File: config.mk
export PLATFORM = sky130hd
export DESIGN_NAME = spi_sck_gen
export DESIGN_NICKNAME = d
export VERILOG_FILES = /design/src/rtl/sck_div_pkg.sv /design/src/rtl/sck_cfg_hold.sv /design/src/rtl/sck_half_calc.sv /design/src/rtl/sck_phase_timer.sv /design/src/rtl/spi_sck_gen.sv
export SDC_FILE = /design/constraint.sdc
export NUM_CORES = 1
export LEC_CHECK = 0
export BUFFER_PORTS_ARGS = -buffer_cell sky130_fd_sc_hd__buf_2
export CELL_PAD_IN_SITES_DETAIL_PLACEMENT = 0
export CELL_PAD_IN_SITES_GLOBAL_PLACEMENT = 1
export CORE_UTILIZATION = 52
export CTS_CLUSTER_DIAMETER = 150
export DETAILED_ROUTE_END_ITERATION = 7
export PLACE_DENSITY = 0.92
export SLEW_MARGIN = 20
export SYNTH_ARGS = -nofsm -noshare
export SYNTH_HDL_FRONTEND = slang
export SYNTH_SLANG_ARGS = --single-unit
export TNS_END_PERCENT = 1
File: constraint.sdc
create_clock -name clk -period 5.8 [get_ports clk]
set_input_delay 1.16 -clock clk [delete_from_list [all_inputs] [get_ports clk]]
set_output_delay 1.16 -clock clk [all_outputs]
set_load 0.005 [all_outputs]
File: src/rtl/sck_div_pkg.sv
package sck_div_pkg;

  typedef struct packed {
    logic [1:0] pre;
    logic       dbr;
    logic       cpha;
    logic       cpol;
  } sck_mode_t;

  // Prescale factor per code; ordering is behavioural.
  function automatic logic [2:0] pre_factor(input logic [1:0] code);
    case (code)
      2'd0:    pre_factor = 3'd2;
      2'd1:    pre_factor = 3'd3;
      2'd2:    pre_factor = 3'd5;
      default: pre_factor = 3'd7;
    endcase
  endfunction

endpackage

File: src/rtl/sck_cfg_hold.sv
module sck_cfg_hold
  import sck_div_pkg::*;
#(
  parameter int SC_W = 4
) (
  input  logic            clk,
  input  logic            rst_n,
  input  logic            run,
  input  sck_mode_t       live_mode,
  input  logic [SC_W-1:0] live_scale,
  output sck_mode_t       eff_mode,
  output logic [SC_W-1:0] eff_scale
);

  sck_mode_t       held_mode_q;
  logic [SC_W-1:0] held_scale_q;
  logic            load_en;

  assign load_en = ~run;

  always_ff @(posedge clk or negedge rst_n) begin
    if (!rst_n) begin
      held_mode_q  <= '0;
      held_scale_q <= '0;
    end else if (load_en) begin
      held_mode_q  <= live_mode;
      held_scale_q <= live_scale;
    end
  end

  always_comb begin
    eff_mode  = run ? held_mode_q  : live_mode;
    eff_scale = run ? held_scale_q : live_scale;
  end

endmodule

File: src/rtl/sck_half_calc.sv
module sck_half_calc
  import sck_div_pkg::*;
#(
  parameter int SC_W  = 4,
  parameter int CNT_W = 2 + (1 << SC_W)
) (
  input  sck_mode_t        mode,
  input  logic [SC_W-1:0]  scale,
  output logic [CNT_W-1:0] act_m1,
  output logic [CNT_W-1:0] rest_m1
);

  logic [2:0]       fac;
  logic [CNT_W-1:0] full_len;
  logic [CNT_W-1:0] unit_len;
  logic [CNT_W-1:0] short_len;
  logic [CNT_W-1:0] long_len;
  logic [CNT_W-1:0] act_len;
  logic [CNT_W-1:0] rest_len;

  always_comb begin
    fac       = pre_factor(mode.pre);
    full_len  = CNT_W'(fac) << scale;
    unit_len  = CNT_W'(1) << scale;
    short_len = CNT_W'(fac >> 1) << scale;
    long_len  = CNT_W'((fac >> 1) + 3'd1) << scale;
    if (!mode.dbr) begin
      act_len  = full_len;
      rest_len = full_len;
    end else if (mode.pre == 2'd0) begin
      act_len  = unit_len;
      rest_len = unit_len;
    end else if (mode.cpha) begin
      act_len  = long_len;
      rest_len = short_len;
    end else begin
      act_len  = short_len;
      rest_len = long_len;
    end
    act_m1  = act_len - CNT_W'(1);
    rest_m1 = rest_len - CNT_W'(1);
  end

endmodule

File: src/rtl/sck_phase_timer.sv
module sck_phase_timer #(
  parameter int CNT_W = 18
) (
  input  logic             clk,
  input  logic             rst_n,
  input  logic             en,
  input  logic             cpol_live,
  input  logic [CNT_W-1:0] act_m1,
  input  logic [CNT_W-1:0] rest_m1,
  output logic             run,
  output logic             sck,
  output logic             lead_stb,
  output logic             trail_stb
);

  logic             run_q,   run_n;
  logic             act_q,   act_n;
  logic [CNT_W-1:0] cnt_q,   cnt_n;
  logic             sck_q,   sck_n;
  logic             lead_q,  lead_n;
  logic             trail_q, trail_n;

  always_comb begin
    run_n   = run_q;
    act_n   = act_q;
    cnt_n   = cnt_q;
    sck_n   = sck_q;
    lead_n  = 1'b0;
    trail_n = 1'b0;
    if (!en) begin
      run_n = 1'b0;
      act_n = 1'b0;
      cnt_n = '0;
      sck_n = cpol_live;
    end else if (!run_q) begin
      run_n = 1'b1;
      act_n = 1'b0;
      cnt_n = rest_m1;
      sck_n = cpol_live;
    end else if (cnt_q == '0) begin
      act_n   = ~act_q;
      sck_n   = ~sck_q;
      cnt_n   = act_q ? rest_m1 : act_m1;
      lead_n  = ~act_q;
      trail_n = act_q;
    end else begin
      cnt_n = cnt_q - CNT_W'(1);
    end
  end

  always_ff @(posedge clk or negedge rst_n) begin
    if (!rst_n) begin
      run_q   <= 1'b0;
      act_q   <= 1'b0;
      cnt_q   <= '0;
      sck_q   <= 1'b0;
      lead_q  <= 1'b0;
      trail_q <= 1'b0;
    end else begin
      run_q   <= run_n;
      act_q   <= act_n;
      cnt_q   <= cnt_n;
      sck_q   <= sck_n;
      lead_q  <= lead_n;
      trail_q <= trail_n;
    end
  end

  assign run       = run_q;
  assign sck       = sck_q;
  assign lead_stb  = lead_q;
  assign trail_stb = trail_q;

endmodule

File: src/rtl/spi_sck_gen.sv
module spi_sck_gen
  import sck_div_pkg::*;
#(
  parameter int SC_W = 4
) (
  input  logic            clk,
  input  logic            rst_n,
  input  logic            en,
  input  logic            is_master,
  input  logic [1:0]      pre_code,
  input  logic [SC_W-1:0] scale_code,
  input  logic            dbr,
  input  logic            cpha,
  input  logic            cpol,
  output logic            sck,
  output logic            lead_stb,
  output logic            trail_stb
);

  localparam int CNT_W = 2 + (1 << SC_W);

  sck_mode_t        live_mode;
  sck_mode_t        eff_mode;
  logic [SC_W-1:0]  eff_scale;
  logic [CNT_W-1:0] act_m1;
  logic [CNT_W-1:0] rest_m1;
  logic             run;

  always_comb begin
    live_mode.pre  = pre_code;
    live_mode.dbr  = dbr & is_master;
    live_mode.cpha = cpha;
    live_mode.cpol = cpol;
  end

  sck_cfg_hold #(.SC_W(SC_W)) u_hold (
    .clk        (clk),
    .rst_n      (rst_n),
    .run        (run),
    .live_mode  (live_mode),
    .live_scale (scale_code),
    .eff_mode   (eff_mode),
    .eff_scale  (eff_scale)
  );

  sck_half_calc #(.SC_W(SC_W), .CNT_W(CNT_W)) u_calc (
    .mode    (eff_mode),
    .scale   (eff_scale),
    .act_m1  (act_m1),
    .rest_m1 (rest_m1)
  );

  sck_phase_timer #(.CNT_W(CNT_W)) u_timer (
    .clk       (clk),
    .rst_n     (rst_n),
    .en        (en),
    .cpol_live (cpol),
    .act_m1    (act_m1),
    .rest_m1   (rest_m1),
    .run       (run),
    .sck       (sck),
    .lead_stb  (lead_stb),
    .trail_stb (trail_stb)
  );

endmodule

==> impl_metrics.csv, run 1 <==
group,metric,value,unit
status,status,"finished, final reports clean",
clock_tree,root_buffer,"clkbuf_8",
global_route,grt_overflow,0,
final_layout,multiInputGateArea,3000,um2
yosys,yosysUniqueCellTypes,85,
pwr,pwr-share-comb,0.520,
yosys,synthCells,515,
final_layout,syn2layout_area_growth,3.76,%
floorplanning,dieWidth,90.0,um
pwr,total_power,0.964,mW
pwr,p_clk_frac,0.197,
timing,fmax,0.228,GHz
worst_setup_path,crit_family,"simple AND/OR/NAND/NOR gates",
floorplanning,start_util,0.547,
pwr,internal-power,0.511,mW
worst_setup_path,crit_arrival,4.57,ns
clock_tree,numCtsBuffers,5,
global_route,grtUsageMet2,0.479,
pwr,power.leakage,1.56,nW
worst_setup_path,critPathMaxFanout,19,
yosys,ys.flop_type,"dfrtp_1",
pwr,p_sw,0.453,mW
final_layout,antennaDiodeCount,0,
yosys,syn_nets,531,
floorplanning,die_height,90.0,um
clock_tree,cts_hold_repair.buffers,0,
yosys,syn-cell-area,4030,um2
final_layout,final_nets,526,
clock_tree,cts_setup_buffers,0,
global_route,grt_pass1_wl,21.4,mm
placed_design,numPlacedInstances,602,
clock_tree,clkTransAtPathRegs,0.07,ns
pwr,power_density,231,nW/um2
timing,rsz0062_at_grt,"no",
placed_design,gp_congestion,0.964,
worst_setup_path,cp.required,5.98,ns
pwr,ir_drop,0.103,mV
final_layout,drive_gt1_frac,0.155,
yosys,ys_warn_count,0,
timing,hold_viol,0,
timing,slew_viol_final,0,
floorplanning,dieArea,8100,um2
timing,worstMarginPinSlew,1.04,ns
yosys,postSynth.asyncResetShare,1.00,
drt,avgRoutedWirePerCell,21.7,um
worst_setup_path,crit_type,"input port to register",
final_layout,utilization,0.567,
yosys,synth_edf_count,0,
job,maxCapViolations,0,
final_layout,fillCellCount,679,
pwr,power_switching_share,0.470,
drt,ant_nets,0,
global_route,met3_usage,0.0694,
global_route,grt-busiest-layer,"met1",
global_route,track_usage,0.330,
timing,maxSlewHeadroom,0.307,
timing,skew,0.0132,ns
clock_tree,worstSkewPairLatency,0.29,ns
worst_setup_path,path_cells,"buf_2 > and3b_1 > nor2_2 > buf_4 > inv_1 > o21ai_0 > a31oi_1 > inv_1 > ha_1 > nand3b_1 > nor4b_1 > xor2_1 > a221oi_1",
timing,setup_tns,0,ns
floorplanning,rows,31,
clock_tree,numClockSinks,31,
drt,drt-pass1-iter-count,7,
clock_tree,h-tree-depth,2,
floorplanning,pin_count,16,
timing,setup_violations,0,
drt,drtIter0Drc,610,
worst_setup_path,path_common_cell,"inv_1",
timing,post-route-min-period,4.39,ns
drt,vias,4324,
worst_setup_path,slowest_stage,"nor2_2",
final_layout,layout.cells.non_filler,609,
yosys,postSynthAreaPerCell,7.82,um2
global_route,grt_pass1_vias,3953,
global_route,grt_max_degree,36,
min_path,hold_class,"register to register",
drt,avgViaCountPerCell,7.10,
clock_tree,post_cts_resized,0,
placed_design,dp_hpwl,9.86,mm
yosys,synth_seq_cells,31,
yosys,seq_area_frac_synth,0.193,
clock_tree,cts_max_path_buffers,2,
global_route,antenna_found_initial,0,
drt,drc,0,
worst_setup_path,slowest_delay,0.61,ns
timing,period_share,0.757,
clock_tree,cts_tree,"built",
final_layout,seq_area,777,um2
worst_setup_path,startpoint_type,"input port",
placed_design,portBuffers,15,
global_route,use_met1,0.482,
timing,worst_hold_slack,0.581,ns
pwr,pwr-share-seq,0.283,
worst_setup_path,cp.buffers_inverters,4,
drt,wirelength,13.2,mm
worst_setup_path,crit_path_end_kind,"register",
worst_setup_path,r2r_slack,1.43,ns
floorplanning,core,7370,um2
## layout make-up
cell class | instances | area share
flip-flops and latches | 31 | 0.186
multi-input cells | 432 | 0.717
clock buffers | 6 | 0.0198
well taps | 99 | 0.0296
repair buffers | 21 | 0.0287
clock inverters | 1 | 0.00120
inverters | 19 | 0.0177
## power groups by stage
stage	sequential (mW)	clock [mW]	combinational, mW
after global routing	0.276	0.198	0.542
after CTS	0.271	0.191	0.487
after floorplan	0.258	0	0.387
after detailed placement	0.275	0	0.484
after global placement	0.274	0	0.483
final	0.273	0.190	0.501
## cells by family (layout without fill, tap and decap cells)
group,count (synthesis),count (layout),share of synthesized area
AO/OA/AOI/OAI,162,162,0.312
AND/OR/NAND/NOR,212,212,0.294
buffers and inverters,52,47,0.0649
multiplexers,7,7,0.0233
XOR/XNOR,48,48,0.104
adder cells (fa/ha/maj),3,3,0.00932
flip-flops,31,31,0.193
## metal layers
layer  up-vias  wire, um
met1      2078      5860
met2       238      5760
li1       1971         -
met4         0       382
met3        37      1190
met5         -         0
## path summary, 6_finish.rpt
path | from | to | cells after the start
min reg2reg | u_timer.sck | u_timer.sck | 2
min in group asynchronous | rst_n | u_hold.held_scale_q[0] | 1
max reg2reg | u_timer.run | u_timer.cnt_q[14] | 12
max | dbr | u_timer.cnt_q[14] | 13
min | u_timer.sck | u_timer.sck | 2
max in group asynchronous | rst_n | u_timer.run | 1
## tightest hold or removal path: cells and delay by family, from the launching register on
| family | cells | cell delay [ns] |
|---|---|---|
| DFF | 1 | 0.36 |
| AOI/OAI and AO/OA | 1 | 0.07 |
| xor gates and xnor gates | 1 | 0.11 |
## registers in the layout, summed over array words and instances, names as in the netlist
| name | flops |
|---|---|
| u_hold.held_scale_q | 4 |
| u_timer.trail_stb | 1 |
| u_timer.act_q | 1 |
| u_timer.sck | 1 |
| u_timer.run | 1 |
| u_timer.lead_stb | 1 |
| u_hold.held_mode_q | 4 |
| u_timer.cnt_q | 18 |
## cell usage after synthesis, types with 3 or more instances
| master | instances | share of area |
|---|---|---|
| and2_1 | 5 | 0.0078 |
| buf_2 | 15 | 0.019 |
| a221oi_2 | 11 | 0.041 |
| nor2b_1 | 4 | 0.0062 |
| inv_2 | 3 | 0.0028 |
| mux2i_2 | 3 | 0.010 |
| buf_4 | 4 | 0.0075 |
| mux2i_1 | 3 | 0.0075 |
| xor2_1 | 25 | 0.054 |
| ha_1 | 3 | 0.0093 |
| a221oi_1 | 11 | 0.024 |
| a32oi_1 | 8 | 0.017 |
| o21ai_1 | 11 | 0.014 |
| nor3_1 | 27 | 0.034 |
| o21ai_0 | 26 | 0.032 |
| or3_1 | 8 | 0.012 |
| buf_6 | 4 | 0.011 |
| clkbuf_1 | 10 | 0.0093 |
| xnor2_1 | 23 | 0.050 |
| a22oi_1 | 5 | 0.0093 |
| o221ai_1 | 6 | 0.013 |
| o211ai_1 | 5 | 0.0093 |
| a31oi_1 | 11 | 0.017 |
| nand2b_1 | 7 | 0.011 |
| nor2_1 | 38 | 0.035 |
| o22ai_1 | 6 | 0.0093 |
| a211oi_1 | 7 | 0.013 |
| a21oi_1 | 21 | 0.026 |
| nand2_1 | 46 | 0.043 |
| inv_1 | 15 | 0.014 |
| nor3b_1 | 3 | 0.0056 |
| nor4_1 | 5 | 0.0078 |
| or3b_2 | 5 | 0.011 |
| dfrtp_1 | 31 | 0.19 |
| nand3b_1 | 7 | 0.013 |
| nand3_1 | 18 | 0.022 |
| nand4_1 | 12 | 0.019 |
## per-stage QoR
step | setup WS [ns] | cell area [um2]
2_1_floorplan | 2.01 | 4030
3_3_place_gp | 1.27 | 4090
3_5_place_dp | 1.26 | 4090
4_1_cts | 1.53 | 4170
5_1_grt | 1.09 | 4180
6_report | 1.41 | 4180
## cells in the final DEF, fill, tap and decap left out, drive strengths merged, types with 4 or more instances in the layout
cell type	count
or3	10
a22oi	5
or3b	5
xnor2	23
xor2	25
o211ai	5
mux2i	7
nand3	19
nand2	49
nor2	39
dfrtp	31
buf	21
nand3b	7
o22ai	6
nor4	8
o221ai	7
nor3	28
inv	19
o21ai	37
o31ai	4
and2	5
a21oi	22
clkbuf	6
a31oi	11
a211oi	8
a221oi	22
nor2b	4
nor3b	4
a32oi	8
nand2b	7
nand4	12
No activity file was read; power rests on OpenSTA's default activity.
==> inputs of run 2 (changes only) <==
Settings changed: ABC_AREA set to 1, CORE_UTILIZATION 52 to 39, PLACE_DENSITY 0.92 to 0.81.
Clock period 5.8 ns to 3.6 ns, I/O delays scaled along.
==> impl_metrics.csv, run 2 <==
group,metric,value,unit
drt,ant_nets,0,
worst_setup_path,critPathMaxFanout,31,
timing,hold_viol,0,
yosys,synth_fa_ha_area_frac,0.00882,
yosys,synth_top_area_cell,"nand2_1",
floorplanning,start_util,0.407,
worst_setup_path,r2r-start,"u_timer.run",
final_layout,utilization,0.434,
final_layout,largestRegisters,"u_timer.cnt_q x18, u_hold.held_mode_q x4, u_hold.held_scale_q x4",
yosys,synth_seq_cells,31,
yosys,yosys.area_share.simple,0.574,
timing,period_share,0.893,
worst_setup_path,crit_type,"register to register",
placed_design,portBuffers,15,
clock_tree,clkTransAtPathRegs,0.07,ns
floorplanning,rows,37,
clock_tree,cts_tree,"built",
yosys,syn-cell-area,4250,um2
yosys,synth_compound_area_frac,0.0871,
yosys,postSynth.asyncResetShare,1.00,
yosys,synthTopCellsByCount,"nand2_1, nand3_1, nor2_1",
global_route,antenna_found_initial,0,
pwr,total_power,1.67,mW
worst_setup_path,startpoint_type,"register",
final_layout,syn2layout_area_growth,6.74,%
timing,rsz0062_at_grt,"no",
pwr,ir_drop,0.150,mV
drt,drt-pass1-iter-count,6,
drt,drtIter0Drc,511,
yosys,yosysUniqueCellTypes,35,
final_layout,final_common_cell,"nand2_1",
final_layout,largest_register,"u_timer.cnt_q",
status,status,"finished, final reports clean",
timing,skew,0.00907,ns
yosys,postSynthAreaPerCell,5.50,um2
yosys,synth_top_family_by_area,"simple AND/OR/NAND/NOR gates",
global_route,grt_max_degree,32,
yosys,synthCells,774,
timing,fmax,0.311,GHz
floorplanning,die_height,106,um
timing,maxSlewHeadroom,0.501,
final_layout,largest_reg_flops,18,
final_layout,layout.cells.non_filler,913,
yosys,synthXorXnorAreaFrac,0.0350,
global_route,grt_pass1_wl,23.0,mm
worst_setup_path,reg2reg_depth,21,
clock_tree,numClockSinks,31,
yosys,seq_area_frac_synth,0.182,
yosys,ys.flop_type,"dfrtp_1",
yosys,synth_area_leaders,"nand2_1, dfrtp_1, nand3_1",
pwr,power_density,368,nW/um2
timing,setup_violations,0,
drt,vias,4969,
job,maxCapViolations,0,
drt,wirelength,13.9,mm
worst_setup_path,crit_arrival,3.40,ns
drt,drc,0,
final_layout,drive_gt1_frac,0.117,
clock_tree,h-tree-depth,2,
floorplanning,dieWidth,106,um
pwr,power.leakage,2.43,nW
yosys,synthMuxAreaShare,0,
clock_tree,cts_hold_repair.buffers,0,
worst_setup_path,r2r_end,"u_timer.cnt_q[12]",
yosys,yosysMostFrequentCell,"nand2_1",
clock_tree,numCtsBuffers,5,
worst_setup_path,crit_path_end_kind,"register",
final_layout,final_cell_mix,"nand2_1, nand3_1, nor2_1",
drt,avgViaCountPerCell,5.44,
final_layout,antennaDiodeCount,0,
placed_design,dp_hpwl,10.9,mm
clock_tree,post_cts_resized,0,
timing,worstMarginPinSlew,0.748,ns
floorplanning,core,10500,um2
clock_tree,root_buffer,"clkbuf_8",
yosys,ys_warn_count,0,
clock_tree,cts_max_path_buffers,2,
yosys,synth_edf_count,0,
clock_tree,worstSkewPairLatency,0.29,ns
timing,setup_tns,0,ns
floorplanning,dieArea,11300,um2
global_route,track_usage,0.255,
min_path,hold_class,"input port to asynchronous set/reset pin",
timing,slew_viol_final,0,
timing,post-route-min-period,3.22,ns
worst_setup_path,r2r_slack,0.38,ns
drt,avgRoutedWirePerCell,15.3,um
floorplanning,pin_count,16,
worst_setup_path,cp.required,3.79,ns
placed_design,gp_congestion,0.912,
clock_tree,cts_setup_buffers,0,
global_route,grt_overflow,0,
yosys,syn_nets,790,
placed_design,numPlacedInstances,905,
yosys,synthDominantCellAreaShare,0.228,
global_route,grt_pass1_vias,4510,
final_layout,final_nets,792,
[run 2: cell types whose count changed after synthesis, moves of 9 or more]
cell	previous run	this run
a31oi_1	11	1
xor2_1	25	14
a221oi_1	11	2
nor2_1	38	86
nor2_2	1	14
nand3_1	18	101
a221oi_2	11	0
nand2_2	2	13
inv_2	3	12
inv_1	15	69
nand4_1	12	32
nand2_1	46	258
xnor2_1	23	3
[run 2: layout make-up]
cell class	count	area, um2
Clock buffer	6	82.6
Clock inverter	2	35.0
Fill cell	1155	5920
Inverter	83	312
Multi-Input combinational cell	628	3000
Sequential cell	31	776
Tap cell	136	170
Timing Repair Buffer	27	165
[run 2: how the worst max path moves through the flow]
stage	start	to	slack, ns	depth (start not counted)
2_1_floorplan	scale_code[3]	u_timer.cnt_q[12]	0.78	20
3_3_place_gp	scale_code[0]	u_timer.cnt_q[6]	0.28	19
3_5_place_dp	pre_code[0]	u_timer.cnt_q[12]	0.27	22
4_1_cts	u_timer.run	u_timer.cnt_q[12]	0.41	21
5_1_grt	u_timer.run	u_timer.cnt_q[12]	0.06	21
6_report	u_timer.run	u_timer.cnt_q[12]	0.38	21
[run 2: cell families (layout without fill, tap and decap cells)]
group | Yosys count | count (layout)
buf+inv | 115 | 118
fa+ha+maj | 3 | 3
simple gates | 542 | 542
xor+xnor | 17 | 17
flops | 31 | 31
compound gates | 66 | 66
[run 2: where the power goes]
part	leakage (nW)	internal, mW	switching, mW
Combinational	1.97	0.266	0.620
Clock	0.0612	0.224	0.142
Sequential	0.394	0.385	0.0322
[run 2: critical path, stage by stage (launching register included)]
cell and delay [ns]:
dfrtp_1 0.48, inv_2 0.15, buf_4 0.23, nand2_1 0.07, nand2_1 0.15, nand2_1 0.15, inv_2 0.22, nand3_1 0.16
o221ai_1 0.14, a21oi_2 0.20, ha_1 0.21, inv_1 0.05, nor2_1 0.15, nand2_1 0.11, nor2_4 0.18, inv_2 0.07
nor2_4 0.09, nand2_1 0.06, nand2_1 0.06, inv_1 0.04, nor2_1 0.10, nor2_1 0.05
[run 2: per-stage QoR]
step / hold slack, ns / instance area (um2) / worst slack (ns)
after floorplan: 0.424 / 4250 / 0.777
after global placement: 0.557 / 4420 / 0.276
after detailed placement: 0.577 / 4420 / 0.268
after CTS: 0.514 / 4540 / 0.412
after global routing: 0.549 / 4540 / 0.0638
final: 0.490 / 4540 / 0.383
[run 2: routing by layer]
metal  track usage  part of all wire  vias up
met4        0.0568             0.015        0
met2         0.402              0.45      169
met3        0.0190             0.049       18
li1              -                 -     2504
met1         0.377              0.49     2278
met5             0                 0        -
